File: src/rtl/ctl_seq_pkg.sv
package ctl_seq_pkg;

    localparam int OP_W = 4;

    localparam logic [OP_W-1:0] OP_LDA  = 4'h1;
    localparam logic [OP_W-1:0] OP_ADD  = 4'h2;
    localparam logic [OP_W-1:0] OP_SUB  = 4'h3;
    localparam logic [OP_W-1:0] OP_STA  = 4'h4;
    localparam logic [OP_W-1:0] OP_LDI  = 4'h5;
    localparam logic [OP_W-1:0] OP_JMP  = 4'h6;
    localparam logic [OP_W-1:0] OP_JC   = 4'h7;
    localparam logic [OP_W-1:0] OP_OUT  = 4'hE;
    localparam logic [OP_W-1:0] OP_HALT = 4'hF;

    typedef enum logic [2:0] {PH_F1, PH_F2, PH_E1, PH_E2, PH_E3} phase_e;
    typedef enum logic [2:0] {ST_IDLE, ST_SETUP, ST_PULSE, ST_HOLD, ST_STOP} seq_st_e;

    // Control word, every field active-high inside the block
    typedef struct packed {
        logic mar_in;
        logic ram_in;
        logic ram_out;
        logic ir_in;
        logic ir_out;
        logic a_in;
        logic a_out;
        logic sum_out;
        logic b_in;
        logic out_in;
        logic pc_en;
        logic pc_out;
        logic pc_load;
    } ctl_t;

    typedef struct packed {
        ctl_t   ctl;
        logic   fire;       // step issues a clock pulse
        logic   sub_set;    // raise subtract select
        logic   sample_cy;  // capture ALU carry at pulse
        logic   halt;       // enter stopped state
        phase_e nxt;        // phase after this step
    } dec_t;

endpackage

File: src/rtl/req_edge.sv
module req_edge #(
    parameter int STAGES = 2
) (
    input  logic clk,
    input  logic rst_n,
    input  logic req_i,
    output logic rise_o
);
    logic [STAGES-1:0] sync_q;
    logic              last_q;

    generate
        for (genvar g = 0; g < STAGES; g++) begin : g_sync
            always_ff @(posedge clk or negedge rst_n) begin
                if (!rst_n) sync_q[g] <= 1'b0;
                else if (g == 0) sync_q[g] <= req_i;
                else sync_q[g] <= sync_q[(g == 0) ? 0 : g-1];
            end
        end
    endgenerate

    always_ff @(posedge clk or negedge rst_n) begin
        if (!rst_n) last_q <= 1'b0;
        else        last_q <= sync_q[STAGES-1];
    end

    assign rise_o = sync_q[STAGES-1] & ~last_q;

    AST_RISE_SINGLE: assert property (@(posedge clk) disable iff (!rst_n)
        rise_o |=> !rise_o);

endmodule

File: src/rtl/por_timer.sv
module por_timer #(
    parameter int POR_CYC = 32
) (
    input  logic clk,
    input  logic rst_n,
    output logic done_o
);
    localparam int PW = $clog2(POR_CYC + 1);
    localparam logic [PW-1:0] LIMIT = PW'(POR_CYC);

    logic [PW-1:0] cnt_d, cnt_q;

    always_comb begin
        cnt_d = cnt_q;
        if (cnt_q != LIMIT) cnt_d = cnt_q + 1'b1;
    end

    always_ff @(posedge clk or negedge rst_n) begin
        if (!rst_n) cnt_q <= '0;
        else        cnt_q <= cnt_d;
    end

    assign done_o = (cnt_q == LIMIT);

    AST_POR_MONOTONIC: assert property (@(posedge clk) disable iff (!rst_n)
        done_o |=> done_o);

endmodule

File: src/rtl/step_decode.sv
module step_decode
    import ctl_seq_pkg::*;
(
    input  phase_e          ph_i,
    input  logic [OP_W-1:0] op_i,
    input  logic            cy_i,
    output dec_t            dec_o
);
    always_comb begin
        dec_o     = '0;
        dec_o.nxt = PH_F1;
        case (ph_i)
            PH_F1: begin
                dec_o.ctl.pc_out = 1'b1;
                dec_o.ctl.mar_in = 1'b1;
                dec_o.fire       = 1'b1;
                dec_o.nxt        = PH_F2;
            end
            PH_F2: begin
                dec_o.ctl.ram_out = 1'b1;
                dec_o.ctl.ir_in   = 1'b1;
                dec_o.ctl.pc_en   = 1'b1;
                dec_o.fire        = 1'b1;
                dec_o.nxt         = PH_E1;
            end
            PH_E1: begin
                case (op_i)
                    OP_LDA, OP_ADD, OP_SUB, OP_STA: begin
                        dec_o.ctl.ir_out = 1'b1;
                        dec_o.ctl.mar_in = 1'b1;
                        dec_o.fire       = 1'b1;
                        dec_o.nxt        = PH_E2;
                    end
                    OP_LDI: begin
                        dec_o.ctl.ir_out = 1'b1;
                        dec_o.ctl.a_in   = 1'b1;
                        dec_o.fire       = 1'b1;
                    end
                    OP_JMP: begin
                        dec_o.ctl.ir_out  = 1'b1;
                        dec_o.ctl.pc_load = 1'b1;
                        dec_o.fire        = 1'b1;
                    end
                    OP_JC: begin
                        dec_o.ctl.ir_out  = cy_i;
                        dec_o.ctl.pc_load = cy_i;
                        dec_o.fire        = cy_i;
                    end
                    OP_OUT: begin
                        dec_o.ctl.a_out  = 1'b1;
                        dec_o.ctl.out_in = 1'b1;
                        dec_o.fire       = 1'b1;
                    end
                    OP_HALT: dec_o.halt = 1'b1;
                    default: ;
                endcase
            end
            PH_E2: begin
                case (op_i)
                    OP_LDA: begin
                        dec_o.ctl.ram_out = 1'b1;
                        dec_o.ctl.a_in    = 1'b1;
                        dec_o.fire        = 1'b1;
                    end
                    OP_STA: begin
                        dec_o.ctl.a_out  = 1'b1;
                        dec_o.ctl.ram_in = 1'b1;
                        dec_o.fire       = 1'b1;
                    end
                    OP_ADD, OP_SUB: begin
                        dec_o.ctl.ram_out = 1'b1;
                        dec_o.ctl.b_in    = 1'b1;
                        dec_o.fire        = 1'b1;
                        dec_o.sub_set     = (op_i == OP_SUB);
                        dec_o.nxt         = PH_E3;
                    end
                    default: ;
                endcase
            end
            PH_E3: begin
                if (op_i == OP_ADD || op_i == OP_SUB) begin
                    dec_o.ctl.sum_out = 1'b1;
                    dec_o.ctl.a_in    = 1'b1;
                    dec_o.fire        = 1'b1;
                    dec_o.sample_cy   = 1'b1;
                end
            end
            default: dec_o.halt = 1'b1;
        endcase
    end

endmodule

File: src/rtl/ctl_seq.sv
module ctl_seq
    import ctl_seq_pkg::*;
#(
    parameter int INSTR_W   = 8,
    parameter int SYNC_STG  = 2,
    parameter int SETUP_CYC = 2,
    parameter int PULSE_CYC = 3,
    parameter int HOLD_CYC  = 2,
    parameter int POR_CYC   = 32
) (
    input  logic               clk,
    input  logic               rst_n,
    input  logic               step_req_i,
    input  logic [INSTR_W-1:0] instr_i,
    input  logic               alu_carry_i,
    output logic               mar_in_n,
    output logic               ram_in,
    output logic               ram_out_n,
    output logic               ir_in_n,
    output logic               ir_out_n,
    output logic               a_in_n,
    output logic               a_out_n,
    output logic               sum_out_n,
    output logic               b_in_n,
    output logic               sub_o,
    output logic               out_in,
    output logic               pc_en,
    output logic               pc_out_n,
    output logic               pc_load_n,
    output logic               sys_clk_o,
    output logic               carry_o,
    output logic               sys_rst_o,
    output logic               sys_rst_n_o
);
    localparam int MAX_AB = (SETUP_CYC > PULSE_CYC) ? SETUP_CYC : PULSE_CYC;
    localparam int MAX_C  = (MAX_AB > HOLD_CYC) ? MAX_AB : HOLD_CYC;
    localparam int CW     = $clog2(MAX_C + 1);
    localparam logic [CW-1:0] SETUP_END = CW'(SETUP_CYC - 1);
    localparam logic [CW-1:0] PULSE_END = CW'(PULSE_CYC - 1);
    localparam logic [CW-1:0] HOLD_END  = CW'(HOLD_CYC - 1);

    typedef struct packed {
        seq_st_e         st;
        phase_e          ph;
        logic [OP_W-1:0] op;
        logic            cy;
        logic            sub;
        ctl_t            ctl;
        logic            pclk;
        logic [CW-1:0]   cnt;
    } core_t;

    core_t core_d, core_q;
    logic  rise;
    logic  por_done;
    dec_t  dec;

    req_edge #(.STAGES(SYNC_STG)) u_req (
        .clk   (clk),
        .rst_n (rst_n),
        .req_i (step_req_i),
        .rise_o(rise)
    );

    por_timer #(.POR_CYC(POR_CYC)) u_por (
        .clk   (clk),
        .rst_n (rst_n),
        .done_o(por_done)
    );

    step_decode u_dec (
        .ph_i (core_q.ph),
        .op_i (core_q.op),
        .cy_i (core_q.cy),
        .dec_o(dec)
    );

    always_comb begin
        core_d = core_q;
        case (core_q.st)
            ST_IDLE: begin
                if (rise && por_done) begin
                    if (dec.halt) begin
                        core_d.st = ST_STOP;
                    end else if (dec.fire) begin
                        core_d.st  = ST_SETUP;
                        core_d.ctl = dec.ctl;
                        core_d.cnt = '0;
                        if (dec.sub_set) core_d.sub = 1'b1;
                    end else begin
                        core_d.ph = dec.nxt;
                    end
                end
            end
            ST_SETUP: begin
                if (core_q.cnt == SETUP_END) begin
                    core_d.st   = ST_PULSE;
                    core_d.pclk = 1'b1;
                    core_d.cnt  = '0;
                    if (dec.sample_cy) core_d.cy = alu_carry_i;
                end else begin
                    core_d.cnt = core_q.cnt + 1'b1;
                end
            end
            ST_PULSE: begin
                if (core_q.cnt == PULSE_END) begin
                    core_d.st   = ST_HOLD;
                    core_d.pclk = 1'b0;
                    core_d.cnt  = '0;
                    if (core_q.ph == PH_F2) core_d.op = instr_i[OP_W-1:0];
                end else begin
                    core_d.cnt = core_q.cnt + 1'b1;
                end
            end
            ST_HOLD: begin
                if (core_q.cnt == HOLD_END) begin
                    core_d.st  = ST_IDLE;
                    core_d.ctl = '0;
                    core_d.ph  = dec.nxt;
                    if (core_q.ph == PH_E3) core_d.sub = 1'b0;
                end else begin
                    core_d.cnt = core_q.cnt + 1'b1;
                end
            end
            ST_STOP: ;
            default: core_d.st = ST_STOP;
        endcase
    end

    always_ff @(posedge clk or negedge rst_n) begin
        if (!rst_n) core_q <= '0;
        else        core_q <= core_d;
    end

    assign mar_in_n    = ~core_q.ctl.mar_in;
    assign ram_in      =  core_q.ctl.ram_in;
    assign ram_out_n   = ~core_q.ctl.ram_out;
    assign ir_in_n     = ~core_q.ctl.ir_in;
    assign ir_out_n    = ~core_q.ctl.ir_out;
    assign a_in_n      = ~core_q.ctl.a_in;
    assign a_out_n     = ~core_q.ctl.a_out;
    assign sum_out_n   = ~core_q.ctl.sum_out;
    assign b_in_n      = ~core_q.ctl.b_in;
    assign sub_o       =  core_q.sub;
    assign out_in      =  core_q.ctl.out_in;
    assign pc_en       =  core_q.ctl.pc_en;
    assign pc_out_n    = ~core_q.ctl.pc_out;
    assign pc_load_n   = ~core_q.ctl.pc_load;
    assign sys_clk_o   =  core_q.pclk;
    assign carry_o     =  core_q.cy;
    assign sys_rst_o   = ~por_done;
    assign sys_rst_n_o =  por_done;

    AST_NO_PULSE_IN_POR: assert property (@(posedge clk) disable iff (!rst_n)
        !por_done |-> !core_q.pclk);
    AST_PULSE_HAS_CTRL: assert property (@(posedge clk) disable iff (!rst_n)
        core_q.pclk |-> (core_q.ctl != '0));
    AST_CTRL_STABLE_PULSE: assert property (@(posedge clk) disable iff (!rst_n)
        core_q.pclk |-> $stable(core_q.ctl));
    AST_SUB_ONLY_SUB: assert property (@(posedge clk) disable iff (!rst_n)
        core_q.sub |-> (core_q.op == OP_SUB));
    AST_CARRY_ONLY_SUM: assert property (@(posedge clk) disable iff (!rst_n)
        !$stable(core_q.cy) |-> ($past(core_q.ph) == PH_E3));
    AST_STOP_IS_FINAL: assert property (@(posedge clk) disable iff (!rst_n)
        (core_q.st == ST_STOP) |=> (core_q.st == ST_STOP) && !core_q.pclk);

endmodule

File: config.mk
export PLATFORM = sky130hd
export DESIGN_NAME = ctl_seq
export DESIGN_NICKNAME = d
export VERILOG_FILES = /design/src/rtl/ctl_seq_pkg.sv /design/src/rtl/req_edge.sv /design/src/rtl/por_timer.sv /design/src/rtl/step_decode.sv /design/src/rtl/ctl_seq.sv
export SDC_FILE = /design/constraint.sdc
export NUM_CORES = 1
export LEC_CHECK = 0
export ABC_AREA = 0
export BUFFER_PORTS_ARGS = -buffer_cell sky130_fd_sc_hd__buf_4
export CAP_MARGIN = 20
export CELL_PAD_IN_SITES_DETAIL_PLACEMENT = 1
export CELL_PAD_IN_SITES_GLOBAL_PLACEMENT = 2
export CORE_UTILIZATION = 36
export CTS_BUF_LIST = sky130_fd_sc_hd__clkbuf_16
export CTS_CLUSTER_DIAMETER = 200
export CTS_CLUSTER_SIZE = 24
export DETAILED_ROUTE_END_ITERATION = 8
export PLACE_DENSITY_LB_ADDON = 0.25
export SLEW_MARGIN = 20
export SYNTH_ARGS = -nofsm -noshare
export SYNTH_HDL_FRONTEND = slang
export SYNTH_SLANG_ARGS = --single-unit
export TNS_END_PERCENT = 50
File: constraint.sdc
create_clock -name clk -period 2.22 [get_ports clk]
set_input_delay 0.444 -clock clk [delete_from_list [all_inputs] [get_ports clk]]
set_output_delay 0.444 -clock clk [all_outputs]
set_load 0.01 [all_outputs]
* After elaboration in Yosys (flattened, before gate mapping)
Cells that the tools add are included.
W data, S select, Z words.
** Word-level totals
- Bits in read-only memories :: 0
- Register bits :: 37
- RAM bits :: 0
- Bits in latches :: 0
- Memories kept :: 0
- Output and inout port bits :: 18
- Word-level logic and storage cells :: 152
- Input bits :: 12
** Operators by class
- $mul :: 0
- Equality and inequality tests :: 32
- Shifts and indexed selects :: 0
- Muxes and demuxes :: 58
- $add $sub $neg :: 2
- Div/mod/pow operators :: 0
- Order comparisons :: 0
- Bitwise logic cells :: 14
- Reductions and logical operators :: 22
** Operators with widths (number)
- $mux W14 :: 4
- $pmux W14 S2 :: 1
- $mux W1 :: 23
- $mux W3 :: 7
- $ne A2 B2 Y1 const B :: 10
- $eq A4 B3 Y1 const B :: 4
- $pmux W1 S2 :: 8
- $pmux W3 S5 :: 1
- $reduce_and A5 Y1 :: 3
- $mux W2 :: 7
- $not A1 Y1 :: 13
- $eq A3 B2 Y1 const B :: 4
- $mux W6 :: 2
- $pmux W3 S4 :: 1
- $reduce_and A3 Y1 :: 3
- $eq A4 B2 Y1 const B :: 2
- $eq A4 B4 Y1 const B :: 2
- $pmux W2 S4 :: 1
- $reduce_or A4 Y1 :: 2
- $reduce_and A7 Y1 :: 1
- $reduce_or A7 Y1 :: 1
- $add A6 B1 Y6 const B :: 1
- $eq A3 B1 Y1 const B :: 2
- $eq A3 B3 Y1 const B :: 2
- 20 further kinds :: 23

* Longest topological paths before layout
Gate-level depths: netlist of the first run.
- Word-level depth :: 9
- Depth in mapped cells :: 8
- Mapped depth without buffers :: 7

* Cells and area by module
Synthesis of the first run repeated with hierarchy kept, for this count alone.
** Unflattened totals
- Cell total of the unflattened synthesis :: 191
- Area, all modules :: 2045.7 um2
** Modules (own cells, without submodules)
- ctl_seq :: cells an instance 113, area each 1341.3 um2, times used 1, sequential area each 700.7 um2
- step_decode :: cells an instance 50, area each 334.1 um2, times used 1, sequential area each 0.0 um2
- por_timer :: cells an instance 24, area each 281.5 um2, times used 1, sequential area each 150.1 um2
- req_edge :: cells an instance 4, area each 88.8 um2, times used 1, sequential area each 75.1 um2

* Least setup slack after synthesis of the first run
No wires, ideal clock.
- Kind :: register to register
- From :: register core_q[22] in the netlist's numbering
- To :: register core_q[7] in the netlist's numbering
- Buffers on the path :: 1
- Setup time :: 128 ps
- Data required time :: 2092 ps
- Clock period less this slack :: 1883 ps
- Stages on the path, launching flop included :: 7
- Slack :: 337 ps
- Data arrival time :: 1755 ps
- Path through :: dfrtp_1 buf_6 or3b_4 a221oi_4 a211oi_4 nor2_4 mux2_1
** On the way
- Word-level cells in the longest chain between the ends :: 6
- Elaborated cells on any way between the ends :: 17
- Classes of those cells :: eq/ne (6); mux (7); reduce/logical (4)
** Ends and longest elaborated chain
- start: declaration :: line ctl_seq.sv:53 : core_t core_d, core_q;
- start signal: assignment :: line ctl_seq.sv:132 : else core_q <= core_d;
- branches (longest 6 deep; another with $reduce_and A5 Y1)
Parallel ways; which one is timed is not known. The select of a mux whose other input is x is not followed.
A chain may end at the register's enable or synchronous reset.

* Worst setup path after layout of the first run
- From :: register core_q[22] in the netlist's numbering
- To :: register core_q[8] in the netlist's numbering
** On the way
- Word-level cells in the longest chain between the ends :: 6
- Elaborated cells on any way between the ends :: 17
- Classes of those cells :: eq/ne (6); mux (7); reduce/logical (4)
** Ends and longest elaborated chain
- branches (longest 6 deep; another with $reduce_and A5 Y1)
Parallel ways; which one is timed is not known. The select of a mux whose other input is x is not followed.

==> impl_results.md, run 1 <==
* Synth warn at 0
* Final period utilization at 94.4%
* Type of the worst setup path: flip-flop to flip-flop
* Detail Route Antenna Nets at 0
* CP Launch Type: flip-flop
* Leak at 1.13 nW
* Setup TNS at 0 ns
* R2r endpoint: core_q[8]
* Commonest non-fill, non-tap cell in the layout: buf_4
* Final Hold Slack at 0.116 ns
* Max-cap violations at 0
* Worst skew pair latency at 0.28 ns
* Final Setup Violations at 0
* Reg2reg path depth at 6
* H-tree depth at 2
* CTS root buf: clkbuf_16
* Largest area contributor in the netlist: dfrtp_1
* Die width at 79.2 um
* Most frequent cells in the layout: 37 x buf_4, 36 x dfrtp_1, 26 x nand2_1
* Share of cells above drive strength 1 at 24.8%
* Gr usage total at 17.8%
* Net Count, Synth at 239
* Core ar. at 5610 um^2
* Io pins at 30
* Synth Flop Type: dfrtp_1
* Crit Path Max Fanout at 11
* IO Port Bufs at 25
* Via density per instance at 5.15
* Clk sinks at 36
* First-pass GRT wire length at 8600 um
* Async SR Flop Fraction at 100%
* Post-CTS Setup Bufs at 0
* CTS Hold Buffers Added at 0
* Slew headroom at 62.5%
* Grt ovf at 0
* # DRC at 0
* Routed WL at 4920 um
* GPL Wtd Cong at 0.813
* Syn Inst Count at 221
* Clock Path Buffers at 2
* Total Nets Final at 271
* # resized after CTS at 0
* Via count at 1680
* Clk slew on worst S/H paths at 0.06 ns
* Yosys reg bits at 36
* Hpwl dp at 3540 um
* N_diodes at 0
* Required time worst endpoint at 2.42 ns
* # rows at 27
* DR iter-0 viols at 32
* Cell Area, Synth at 2140 um^2
* Yosys cell types at 52
* WL/cell at 15.1 um
* Clk_skew at 0.00432 ns
* Layout filler cell count at 655
* Final hold violation count at 0
* Pwr/cell area at 1100 nW/um^2
* Multi-input combinational cell area at 1090 um^2
* Area growth from synthesis to layout at 21.6%
* VDD IR-drop max at 0.575 mV
* Largest net degree at the start of global routing at 37
* Post-synth top area share at 42.0%
* Status: completed
* TritonCTS Buffers at 5
* Die footprint at 6270 um^2
* Post-layout min period at 2.10 ns
* Slew @ Worst Pin at 0.561 ns
* Register area at 901 um^2
* Synth top area cells: dfrtp_1 42%, mux2i_1 4.7%, nand2_1 4.6%, mux2_2 4.2%, ha_1 3.5%
* Syn avg cell area at 9.70 um^2
* R2r startpoint: core_q[22]
* CP Capture Type: flip-flop
* First-pass iteration count of the detailed router at 4
* Initial antenna violation count at 0
* Number of enable flip-flop cells after synthesis at 0
* Critical path data arrival time at 2.30 ns
* RSZ-0062 raised after global routing: no
* Vert. Die Dim at 79.2 um
* Worst Hold Class: input pin to async pin
* Vias in the first global route at 1690
* CTS tree: built
* FMAX at 477 MHz
* Reg-to-reg slack, setup at 0.12 ns
* Initial Utilization at 38.2%
* Register area share after synthesis at 42.0%
* Pins Over Slew Limit at 0
state kept, by name (all words and copies together), names as in the netlist:
signal / cells
out_in: 1
pc_en: 1
u_req.sync_q: 2
u_por.cnt_q: 6
ram_in: 1
core_q: 21
u_req.last_q: 1
carry_o: 1
sub_o: 1
sys_clk_o: 1
cells in the mapped netlist, types with 6 or more instances:
| cell type | instances |
|---|---|
| inv_1 | 20 |
| o21ai_0 | 8 |
| xnor2_1 | 7 |
| dfrtp_1 | 36 |
| mux2_2 | 8 |
| nand2_1 | 26 |
| clkbuf_1 | 6 |
| mux2i_1 | 10 |
| nand3_1 | 8 |
| nor2b_1 | 6 |
| ha_1 | 6 |
| nor2_1 | 14 |
routing by layer:
layer,global-route usage [%],wire (um)
met3,3.79,146
met1,24.5,2400
met2,27.8,2320
met4,5.45,61
met5,0,0
cells by family after synthesis:
logic type,synth area share (%)
and+or+nand+nor,21.3
DFF,42.0
adders and majority gates,3.50
muxes,9.92
AOI/OAI and AO/OA,13.4
buffers and inverters,7.06
xor gates and xnor gates,2.86
how the worst max path moves through the flow:
stage,startpoint,end,slack (ns),cells after the start
floorplan,core_q[22],core_q[7],0.34,6
global placement,core_q[22],out_in,0.20,6
detailed placement,core_q[22],out_in,0.17,6
CTS,core_q[22],core_q[8],0.14,6
global route,core_q[20],core_q[10],0.004,7
finish,core_q[22],core_q[8],0.12,6
per-stage QoR:
stage / instances / utilization (%) / cell area (um^2) / power [mW] / setup slack [ns]
CTS: 326 / 46.4 / 2600 / 2.88 / 0.142
detailed placement: 318 / 43.4 / 2430 / 2.07 / 0.169
floorplan: 221 / - / 2140 / 1.72 / 0.337
finish: 326 / 46.5 / 2610 / 2.86 / 0.124
global placement: 318 / 43.4 / 2430 / 2.05 / 0.204
global route: 326 / 46.5 / 2610 / 3.07 / 0.00437
critical path, cell delays in order, from the launching register on:
cell and delay [ns]:
dfrtp_1 0.47, or4b_1 0.60, a21oi_2 0.24, a211oi_4 0.11, nor2_4 0.15, buf_4 0.23, mux2i_1 0.20
area by class of cell:
cell class	count	share of cell area (%)
clock buffers	5	4.80
well taps	72	3.46
inverters	20	2.88
flip-flops and latches	36	34.6
multi-input cells	153	42.0
clock inverters	3	1.63
repair buffers	37	10.7
power by group:
part	leakage, nW	switching, mW	internal (mW)	total, mW
registers	0.462	0.162	0.772	0.933
logic	0.586	0.633	0.493	1.13
clock network	0.0798	0.277	0.527	0.804
No activity file was read; power rests on OpenSTA's default activity.
==> inputs of run 2 (changes only) <==
--- a/config.mk
+++ b/config.mk
@@ -15,8 +15,9 @@
 export CTS_CLUSTER_DIAMETER = 200
 export CTS_CLUSTER_SIZE = 24
 export DETAILED_ROUTE_END_ITERATION = 8
+export MAX_ROUTING_LAYER = met4
 export PLACE_DENSITY_LB_ADDON = 0.25
-export SLEW_MARGIN = 20
+export SLEW_MARGIN = 25
 export SYNTH_ARGS = -nofsm -noshare
 export SYNTH_HDL_FRONTEND = slang
 export SYNTH_SLANG_ARGS = --single-unit
==> impl_results.md, run 2 (same netlist as run 1, synthesis figures left out) <==
* Initial Utilization at 38.2%
* GPL Wtd Cong at 0.825
* Initial antenna violation count at 0
* Clk sinks at 36
* Critical Path Slowest Stage Cell: or4b_1
* Setup TNS at 0 ns
* CTS tree: built
* Final Hold Slack at 0.118 ns
* Critical path data arrival time at 2.30 ns
* Core ar. at 5610 um^2
* Final hold violation count at 0
* FMAX at 478 MHz
* First-pass iteration count of the detailed router at 4
* H-tree depth at 2
* Via density per instance at 5.13
* Clk_skew at 0.00388 ns
* TritonCTS Buffers at 5
* CP Launch Type: flip-flop
* Top Registers: core_q x21, u_por.cnt_q x6, u_req.sync_q x2
* Worst skew pair latency at 0.28 ns
* Hpwl dp at 3540 um
* Reg2reg path depth at 6
* Slew @ Worst Pin at 0.568 ns
* Io pins at 30
* Final period utilization at 94.2%
* IO Port Bufs at 25
* Type of the worst setup path: flip-flop to flip-flop
* Leak at 1.13 nW
* Largest net degree at the start of global routing at 37
* Commonest non-fill, non-tap cell in the layout: buf_4
* Max-cap violations at 0
* Setup WS pre-CTS at 0.169 ns
* Share of cells above drive strength 1 at 24.8%
* Post-CTS Setup Bufs at 0
* Grt ovf at 0
* Total Nets Final at 271
* CTS root buf: clkbuf_16
* Die footprint at 6270 um^2
* Slew headroom at 62.0%
* Most frequent cells in the layout: 37 x buf_4, 36 x dfrtp_1, 26 x nand2_1
* VDD IR-drop max at 0.574 mV
* Vias in the first global route at 1689
* Post-layout min period at 2.09 ns
* Vert. Die Dim at 79.2 um
* First-pass GRT wire length at 8570 um
* Max reg flops at 21
* # DRC at 0
* DR iter-0 viols at 37
* # rows at 27
* Final worst setup slack at 0.128 ns
* Worst-path cell chain: or4b_1 > a21oi_2 > a211oi_4 > nor2_4 > buf_4 > mux2i_1
* Crit Path Max Fanout at 11
* Status: completed
* Via count at 1673
* Most flop-heavy register: core_q
* Routed WL at 4900 um
* Worst Hold Class: input pin to async pin
* Pwr/cell area at 1100 nW/um^2
* Largest stage delay, worst path at 0.60 ns
* Gr usage total at 18.2%
* Clk slew on worst S/H paths at 0.06 ns
* Detail Route Antenna Nets at 0
* Die width at 79.2 um
* Clock Path Buffers at 2
* Final core occ at 46.5%
* RSZ-0062 raised after global routing: no
* Area growth from synthesis to layout at 21.6%
* Final Setup Violations at 0
* CP Capture Type: flip-flop
* Final Power at 2.86 mW
* Pins Over Slew Limit at 0
* N_diodes at 0
* WL/cell at 15.0 um
* Required time worst endpoint at 2.42 ns
[run 2: cell counts in the layout (fill, tap and decap cells not counted)]
Identical to the previous run, type by type.
[run 2: area by class of cell]
cell class | instances | area [um^2]
fill | 655 | 3000
multi-input combinational | 153 | 1090
sequential | 36 | 901
timing repair buffer | 37 | 278
clock buffer | 5 | 125
tap | 72 | 90.1
inverter | 20 | 75.1
clock inverter | 3 | 42.5
[run 2: per-stage QoR]
step | instances | instance area, um^2
2_1_floorplan | 221 | 2140
3_3_place_gp | 318 | 2430
3_5_place_dp | 318 | 2430
4_1_cts | 326 | 2600
5_1_grt | 326 | 2610
6_report | 326 | 2610
[run 2: metal layers]
metal  wire (um)  vias up  GRT usage, %
met5           0        -             -
met4          61        0          5.45
met3         161        5          3.79
met2        2320       24          27.9
met1        2360      816          24.3
li1            -      828             -
[run 2: power by group]
part	internal, mW	switching [mW]
clock network	0.527	0.276
logic	0.493	0.631
registers	0.772	0.159
[run 2: worst max-delay path, delay by kind of cell, from the launching register on]
family | cells | cell delay [ns]
flip-flops | 1 | 0.47
multiplexers | 1 | 0.20
AND/OR/NAND/NOR | 2 | 0.75
buffers and inverters | 1 | 0.23
AO/OA/AOI/OAI | 2 | 0.35
[run 2: path summary, 6_finish.rpt]
check / start / slack [ns] / to
worst min-delay path: rst_n / 0.12 / u_req.sync_q[0]
worst min register to register: u_req.sync_q[0] / 0.35 / u_req.sync_q[1]
worst max register to register: core_q[22] / 0.13 / core_q[8]
min in group clk: step_req_i / 0.27 / u_req.sync_q[0]
worst max-delay path: core_q[22] / 0.13 / core_q[8]
max in group asynchronous: rst_n / 1.77 / core_q[3]
[run 2: timing repair]
action                                  in CTS  in global routing
resized for setup                            0                  1
endpoints found under the setup margin       0                  4
hold buffers                                 0                  0
